[config.mk]
export PLATFORM = sky130hd
export DESIGN_NAME = i2c_bcast_target
export DESIGN_NICKNAME = d
export VERILOG_FILES = /design/src/rtl/i2c_bcast_target.sv
export SDC_FILE = /design/constraint.sdc
export NUM_CORES = 1
export LEC_CHECK = 0
export ABC_AREA = 1
export BUFFER_PORTS_ARGS = -buffer_cell sky130_fd_sc_hd__buf_4
export CELL_PAD_IN_SITES_DETAIL_PLACEMENT = 1
export CELL_PAD_IN_SITES_GLOBAL_PLACEMENT = 1
export CORE_ASPECT_RATIO = 1.5
export CORE_MARGIN = 3
export CORE_UTILIZATION = 30
export DETAILED_ROUTE_END_ITERATION = 8
export PLACE_DENSITY_LB_ADDON = 0.1
export SYNTH_ARGS = -nofsm -noshare
export SYNTH_HDL_FRONTEND = slang
export SYNTH_SLANG_ARGS = --single-unit
[constraint.sdc]
create_clock -name clk -period 2.1 [get_ports clk]
set_clock_uncertainty 0.15 [all_clocks]
set_input_delay 0.105 -clock clk [delete_from_list [all_inputs] [get_ports clk]]
set_output_delay 0.105 -clock clk [all_outputs]
set_load 0.01 [all_outputs]
[src/rtl/i2c_bcast_target.sv]
module i2c_bcast_target #(
  parameter int NREGS = 8,              // power of two
  parameter logic [6:0] ADDR_UNIQ = 7'h5A,
  parameter logic [6:0] ADDR_BCAST = 7'h58,
  parameter int GO_REG = 0,
  parameter int CFG_REG = 1,
  localparam int PW = $clog2(NREGS)
) (
  input  logic       clk,
  input  logic       rst_n,
  input  logic       scl_i,
  input  logic       sda_i,
  input  logic [1:0] pwr_mode,
  output logic       sda_pull_o,
  output logic       go_o
);

  typedef enum logic [2:0] {S_IDLE, S_ADDR, S_AACK, S_WR, S_WACK, S_RD, S_RACK} st_t;

  logic [2:0] scl_sy, sda_sy;
  logic [7:0] regs [NREGS];
  logic [7:0] shreg;
  logic [3:0] bitcnt;
  logic [PW-1:0] ptr;
  logic rw, first, ack_on;
  st_t state;

  wire scl_s = scl_sy[1];
  wire scl_q = scl_sy[2];
  wire sda_s = sda_sy[1];
  wire sda_q = sda_sy[2];
  wire start_ev = scl_s & scl_q & sda_q & ~sda_s;
  wire stop_ev  = scl_s & scl_q & ~sda_q & sda_s;
  wire scl_rise = scl_s & ~scl_q;
  wire scl_fall = ~scl_s & scl_q;
  wire [7:0] byte_in = {shreg[6:0], sda_s};
  wire bcast_en = regs[CFG_REG][0];
  wire permitted = (pwr_mode == 2'd1) || (pwr_mode == 2'd2);
  wire addr_hit = permitted &&
                  (byte_in[7:1] == ADDR_UNIQ || (byte_in[7:1] == ADDR_BCAST && bcast_en));
  wire is_go = (ptr == PW'(GO_REG));

  always_ff @(posedge clk or negedge rst_n) begin
    if (!rst_n) begin
      scl_sy <= '1;
      sda_sy <= '1;
    end else begin
      scl_sy <= {scl_sy[1:0], scl_i};
      sda_sy <= {sda_sy[1:0], sda_i};
    end
  end

  always_ff @(posedge clk or negedge rst_n) begin
    if (!rst_n) begin
      state <= S_IDLE;
      shreg <= '0;
      bitcnt <= '0;
      ptr <= '0;
      rw <= 1'b0;
      first <= 1'b0;
      ack_on <= 1'b0;
      sda_pull_o <= 1'b0;
      go_o <= 1'b0;
      for (int i = 0; i < NREGS; i++) regs[i] <= '0;
    end else begin
      go_o <= 1'b0;
      if (start_ev) begin
        state <= S_ADDR;
        bitcnt <= '0;
        sda_pull_o <= 1'b0;
      end else if (stop_ev) begin
        state <= S_IDLE;
        sda_pull_o <= 1'b0;
      end else begin
        case (state)
          S_ADDR: if (scl_rise) begin
            shreg <= byte_in;
            bitcnt <= bitcnt + 4'd1;
            if (bitcnt == 4'd7) begin
              rw <= sda_s;
              first <= 1'b1;
              ack_on <= 1'b0;
              state <= addr_hit ? S_AACK : S_IDLE;
            end
          end
          S_AACK: if (scl_fall) begin
            if (!ack_on) begin
              sda_pull_o <= 1'b1;
              ack_on <= 1'b1;
            end else if (rw) begin
              shreg <= regs[ptr];
              sda_pull_o <= ~regs[ptr][7];
              bitcnt <= '0;
              state <= S_RD;
            end else begin
              sda_pull_o <= 1'b0;
              bitcnt <= '0;
              state <= S_WR;
            end
          end
          S_WR: if (scl_rise) begin
            shreg <= byte_in;
            bitcnt <= bitcnt + 4'd1;
            if (bitcnt == 4'd7) begin
              ack_on <= 1'b0;
              state <= S_WACK;
              if (first) begin
                ptr <= byte_in[PW-1:0];
                first <= 1'b0;
              end else begin
                regs[ptr] <= is_go ? {byte_in[7:1], 1'b0} : byte_in;
                go_o <= is_go & byte_in[0];
                ptr <= ptr + 1'b1;
              end
            end
          end
          S_WACK: if (scl_fall) begin
            if (!ack_on) begin
              sda_pull_o <= 1'b1;
              ack_on <= 1'b1;
            end else begin
              sda_pull_o <= 1'b0;
              bitcnt <= '0;
              state <= S_WR;
            end
          end
          S_RD: begin
            if (scl_rise) begin
              bitcnt <= bitcnt + 4'd1;
              if (bitcnt == 4'd7) ptr <= ptr + 1'b1;
            end else if (scl_fall) begin
              if (bitcnt == 4'd8) begin
                sda_pull_o <= 1'b0;
                ack_on <= 1'b0;
                state <= S_RACK;
              end else begin
                shreg <= {shreg[6:0], 1'b0};
                sda_pull_o <= ~shreg[6];
              end
            end
          end
          S_RACK: begin
            if (scl_rise) begin
              if (sda_s) state <= S_IDLE;
              else ack_on <= 1'b1;
            end else if (scl_fall && ack_on) begin
              shreg <= regs[ptr];
              sda_pull_o <= ~regs[ptr][7];
              bitcnt <= '0;
              state <= S_RD;
            end
          end
          default: ;
        endcase
      end
    end
  end

  a_r1_ack_addr_ok: assert property (@(posedge clk) disable iff (!rst_n)
    state == S_AACK |-> (shreg[7:1] == ADDR_UNIQ || (shreg[7:1] == ADDR_BCAST && bcast_en)));

  a_r9_ack_needs_mode: assert property (@(posedge clk) disable iff (!rst_n)
    ($past(state) == S_ADDR && state == S_AACK) |-> $past(permitted));

  a_r4_go_one_cycle: assert property (@(posedge clk) disable iff (!rst_n)
    go_o |=> !go_o);

  a_r6_pull_steady_scl_high: assert property (@(posedge clk) disable iff (!rst_n)
    (scl_s && $past(scl_s) && !$past(start_ev || stop_ev)) |-> $stable(sda_pull_o));

  a_r10_release_when_passive: assert property (@(posedge clk) disable iff (!rst_n)
    (state == S_IDLE || state == S_ADDR || state == S_WR || state == S_RACK) |-> !sda_pull_o);

endmodule

* Word-level counts from Yosys, hierarchy flattened
Index checks and enable logic that the tools add are counted.
Word-level totals: register bits 92, bits in latches 0, memory bits (writable) 0, memory bits (read-only) 0, input bits 6, output and inout port bits 2, word-level logic and storage cells 201, memories kept 0
Operators by class: add/sub/neg operators 2, $mul 0, div/mod/pow operators 0, $lt $le $gt $ge 2, equality and inequality tests 53, shift operators 0, muxes and demuxes 81, bitwise gates (word level) 18, reduce and logical (&&, ||, !) cells 26
Operator list (count):
- two-way mux 3 bit | 22
- bitwise mux 64 bit | 1
- two-way mux 7 bit | 9
- inequality test 4 bit, second input constant | 13
- inequality test 2 bit, second input constant | 18
- two-way mux 1 bit | 29
- two-way mux 4 bit | 7
- one-hot mux 7 bit (4 select lines) | 1
- AND reduction 7 bit | 4
- binary-select mux 8 bit (select 3 bit) | 1
- demux 8 bit (select 3 bit) | 1
- two-way mux 8 bit | 3
- one-hot mux 3 bit (6 select lines) | 1
- == test 7 bit, second input constant | 2
- AND reduction 14 bit | 1
- one-hot mux 4 bit (3 select lines) | 1
- AND reduction 12 bit | 1
- nonzero test 4 bit | 3
- AND reduction 11 bit | 1
- inequality test 5 bit, second input constant | 2
- == test 3 bit, second input constant | 3
- inequality test 3 x 1 -> 1 bit, second input constant | 3
- NOT 1 bit | 9
- bitwise AND 1 bit | 8
- other kinds (27) | 38

* Logic depth before layout (Yosys ltp)
depth after elaboration 11, mapped depth 12, depth with buffers taken out 11

* Least setup slack after synthesis
Ideal clock, no wire load.
path kind reg-to-reg, from reg ptr[0], to reg regs[0] (netlist name), library setup time 0.141 ns, arrival time 1.610 ns, required time 1.809 ns, slack 0.199 ns, stages on the path, launching flop included 7, path buffers 1, period minus slack after synthesis 1.901 ns, cell sequence dfrtp_1 inv_1 clkbuf_1 ha_1 inv_1 o21ai_1 o21ai_1
Between the ends: longest elaborated chain between the ends 6, elaborated cells on any way between the ends 9, classes of those cells order compare (2); mux (4); bitwise (1); reduce/logical (2)
Ends and longest elaborated chain:
- start: declaration | RTL line 24 | logic [PW-1:0] ptr;
- start signal: assignment | RTL line 108 | ptr <= byte_in[PW-1:0];
- start signal: assignment | RTL line 113 | ptr <= ptr + 1'b1;
- start signal: assignment | RTL line 130 | if (bitcnt == 4'd7) ptr <= ptr + 1'b1;
- NOT 3 -> 4 bit | RTL line 111 | regs[ptr] <= is_go ? {byte_in[7:1], 1'b0} : byte_in;
- greater-or-equal comparator 4 bit (implied by the code) or less-than comparator 4 x 1 -> 1 bit (tied branches) | RTL line 111
- logical AND 1 bit (implied by the code) | RTL line 111
- two-way mux 8 bit | RTL line 111
- demux 8 bit (select 3 bit) | RTL line 111
- bitwise mux 64 bit * | RTL line 111
- end signal: indexed assignment | RTL line 111
- end: declaration | RTL line 21 | logic [7:0] regs [NREGS];
Mark *: on every way between the ends. The rest lies on a longest branch, timed or not. A chain may end at the register's enable or synchronous reset.

* Worst setup path after layout
from reg scl_sy[1], to reg regs[51] (netlist name)
Between the ends: longest elaborated chain between the ends 5, elaborated cells on any way between the ends 9, classes of those cells bitwise (8); reduce/logical (1)
Ends and longest elaborated chain:
- start: declaration | RTL line 20 | logic [2:0] scl_sy, sda_sy;
- start signal: assignment | RTL line 48 | scl_sy <= {scl_sy[1:0], scl_i};
- bitwise AND 1 bit | RTL line 32, 33
- bitwise AND 1 bit, on equally long branches (2 in series) | RTL line 33, 32
- NOT 1 bit (no line)
- AND reduction 6 bit (no line) *
Marked as above.

==> results.txt <==
global placer's final weighted congestion - 0.8986
Final Hold Viols - 0
GRT met1 Usage - 21.03%
Yosys top cell by area - dfrtp_1
synthesized area - 4748 sq um
most common cell after layout, fill and taps aside - nand2_1
Critical-path top delay cell - dfstp_2
Crit Path Class - register to register
Core ar. - 15280 sq um
min Tclk post-route - 1.950 ns
initial antenna violation count - 0
CP startpoint - scl_sy[1]$_DFF_PN1_
Most Frequent Cell on Critical Path - nand2_4
Final setup viols - 0
Setup TNS - 0 ns
I/O Buffers - 7
Min-Delay Path Class - primary input to register
clock sinks - 92
CP Capture Point - regs[51]$_DFFE_PN0P_
Num CTS Buffers - 9
via count - 4009
Storage cell area - 2312 sq um
vias in the first global route - 4412
clock buffer depth - 2
delay-heaviest family, CP - simple AND/OR/NAND/NOR gates
Routed Wire Length - 14830 microns
clk_lat worst skew - 0.35 ns
Startpoint Class - register
Final Util - 36.63%
P per Cell Area - 973.6 nW/um^2
die footprint - 17400 sq um
Die X-Extent - 108.7 microns
antenna-violating nets left - 0
Leak Pwr - 2.766 nW
CP max stage delay - 0.61 ns
maximum clock rate - 0.5127 GHz
# diodes - 0
r2r endpoint - regs[51]$_DFFE_PN0P_
router iterations before antenna repair - 4
synth unique cells - 37
reg2reg start - scl_sy[1]$_DFF_PN1_
Hold WS - 0.06830 ns
synth warn - 0
#FFs+latches synth - 92
most used routing layer - met2
overflow left after global routing - 0
first-pass GRT wire length - 24280 microns
reg-to-reg slack, setup - 0.15 ns
GR met3 Demand/Resource - 2.588%
detailed router's first-iteration violation count - 138
final period utilization - 92.88%
Buf/Inv on CP - 0
Slew @ Worst Pin - 0.4949 ns
crit path max fanout - 16
Global Route Usage Sum - 18.42%
worst reg2reg path depth - 7
area of the multi-input gates - 2145 sq um
Vias/cell - 4.795
standard-cell rows - 55
H-tree Lvls - 3
largest net degree at the start of global routing - 47
syn_area_per_cell - 8.048 sq um
I/O pin total - 8
fill count - 1900
design area - 5595 sq um
CTS tree - built
P&R area growth vs syn - 17.84%
Root Buffer - clkbuf_16
wire per inst - 17.74 microns
placed instance area - 5195 sq um
# DRC - 0
Setup crit end kind - register
CTS clock-pin slew for the worst setup and hold paths - 0.07 ns
height of the die - 160.1 microns
CP arrival - 2.02 ns
VDD IR max - 0.3315 mV
setup ws final - 0.1495 ns
fin nets - 642
area fraction of the dominant cell type after synthesis - 45.32%
max_cap viols - 0
fin. max-slew vios - 0
pre-CTS setup slack - 0.07358 ns
Net Count, Synth - 600
Initial Util - 31.08%
status - complete, no violations
synth top area cells - dfrtp_1 (45%), nand2_1 (16%), o21ai_1 (5.9%), nor2_1 (3.8%), nand3_1 (3.4%)
worst-path cell chain - nand2_4 > nor3_4 > nand3b_4 > nor2_8 > nand2_4 > nand2_1 > o21ai_2
sequential share of the synthesized area - 48.64%
worst rel slew slack - 66.97%
Crit. path cell count - 7
layout cells sized above 1 - 16.95%
GR Util met2 - 33.76%
HPWL after detailed placement - 11150 microns
synthesized instance count - 590
Critical Path RT - 2.17 ns
commonest non-fill, non-tap cells in the layout - nand2_1 (200), dfrtp_1 (84), o21ai_1 (57)
==> synth_stat cells, drive strengths merged <==
cell type and count:
nand3b 3, xnor2 1, dfrtp 86, a21oi 15, a22o 1, dfstp 6, a211oi 1, nand2 215
nor2 52, o211ai 1, mux2 1, xor2 1, nor4 1, nor3 8, nor3b 1, nand3 33
clkbuf 4, nand4 3, inv 38, ha 4, or2 1, o21ai 98, buf 14, mux2i 1
clkinv 1
==> layer usage <==
layer / share of wire (%) / vias to the layer above
li1: - / 1995
met1: 41 / 1951
met2: 54 / 37
met3: 1.5 / 26
met4: 3.4 / 0
met5: 0 / -
==> worst min path at each step <==
stage | start | endpoint | slack (ns) | cells past startpoint
after global routing | rst_n | bitcnt[1]$_DFFE_PN0P_ | 0.11 | 2
final | pwr_mode[1] | state[1]$_DFFE_PN0P_ | 0.07 | 6
after floorplan | rst_n | ack_on$_DFFE_PN0P_ | -0.34 | 0
after global placement | rst_n | bitcnt[2]$_DFFE_PN0P_ | -0.08 | 1
after CTS | pwr_mode[1] | state[1]$_DFFE_PN0P_ | 0.06 | 6
after detailed placement | rst_n | bitcnt[1]$_DFFE_PN0P_ | -0.07 | 1
==> cells by family after synthesis <==
| group | share of synthesized area (%) |
|---|---|
| buffers and inverters | 6.297 |
| AOI/OAI and AO/OA | 13.44 |
| xor gates and xnor gates | 0.3690 |
| DFF | 48.64 |
| adders and majority gates | 1.054 |
| and+or+nand+nor | 29.75 |
| muxes | 0.4479 |
==> worst register-to-register path, cell delays in order, from the launching register on <==
cell	delay, ns
dfstp_2	0.61
nand2_4	0.10
nor3_4	0.23
nand3b_4	0.18
nor2_8	0.20
nand2_4	0.18
nand2_1	0.12
o21ai_2	0.05
==> final cells by class <==
class / count / share of cell area (%)
clock buffer: 10 / 4.271
clock inverter: 6 / 2.080
inverter: 39 / 2.616
multi-input combinational: 441 / 38.33
sequential: 92 / 41.32
tap: 199 / 4.450
timing repair buffer: 49 / 6.932
==> through the flow <==
stage	total power, mW	cells
detailed placement	3.532	816
floorplan	2.865	590
finish	5.448	836
global placement	3.511	816
global route	5.805	836
CTS	5.528	835
==> what timing repair did <==
item / 4_1_cts / 5_1_grt
endpoints found under the hold margin: 71 / 0
setup buffers: 0 / 1
hold buffers: 3 / 0
gates resized for setup: 0 / 5
setup endpoints to repair: 0 / 73
==> state kept, by name (all words and copies together), names as in the netlist <==
| name | count |
|---|---|
| bitcnt | 4 |
| ack_on | 1 |
| ptr | 3 |
| rw | 1 |
| regs | 63 |
| first | 1 |
| state | 3 |
| shreg | 7 |
| sda_pull_o | 1 |
| bcast_en | 1 |
| sda_sy | 3 |
| scl_sy | 3 |
| go_o | 1 |
==> where the power goes <==
group / internal (mW) / total, mW / switching, mW
clock network: 1.21 / 1.97 / 0.764
registers: 1.90 / 2.02 / 0.126
logic: 0.452 / 1.45 / 0.999
total: 3.56 / 5.45 / 1.89
Note: power is estimated with default switching activity, not from simulation.
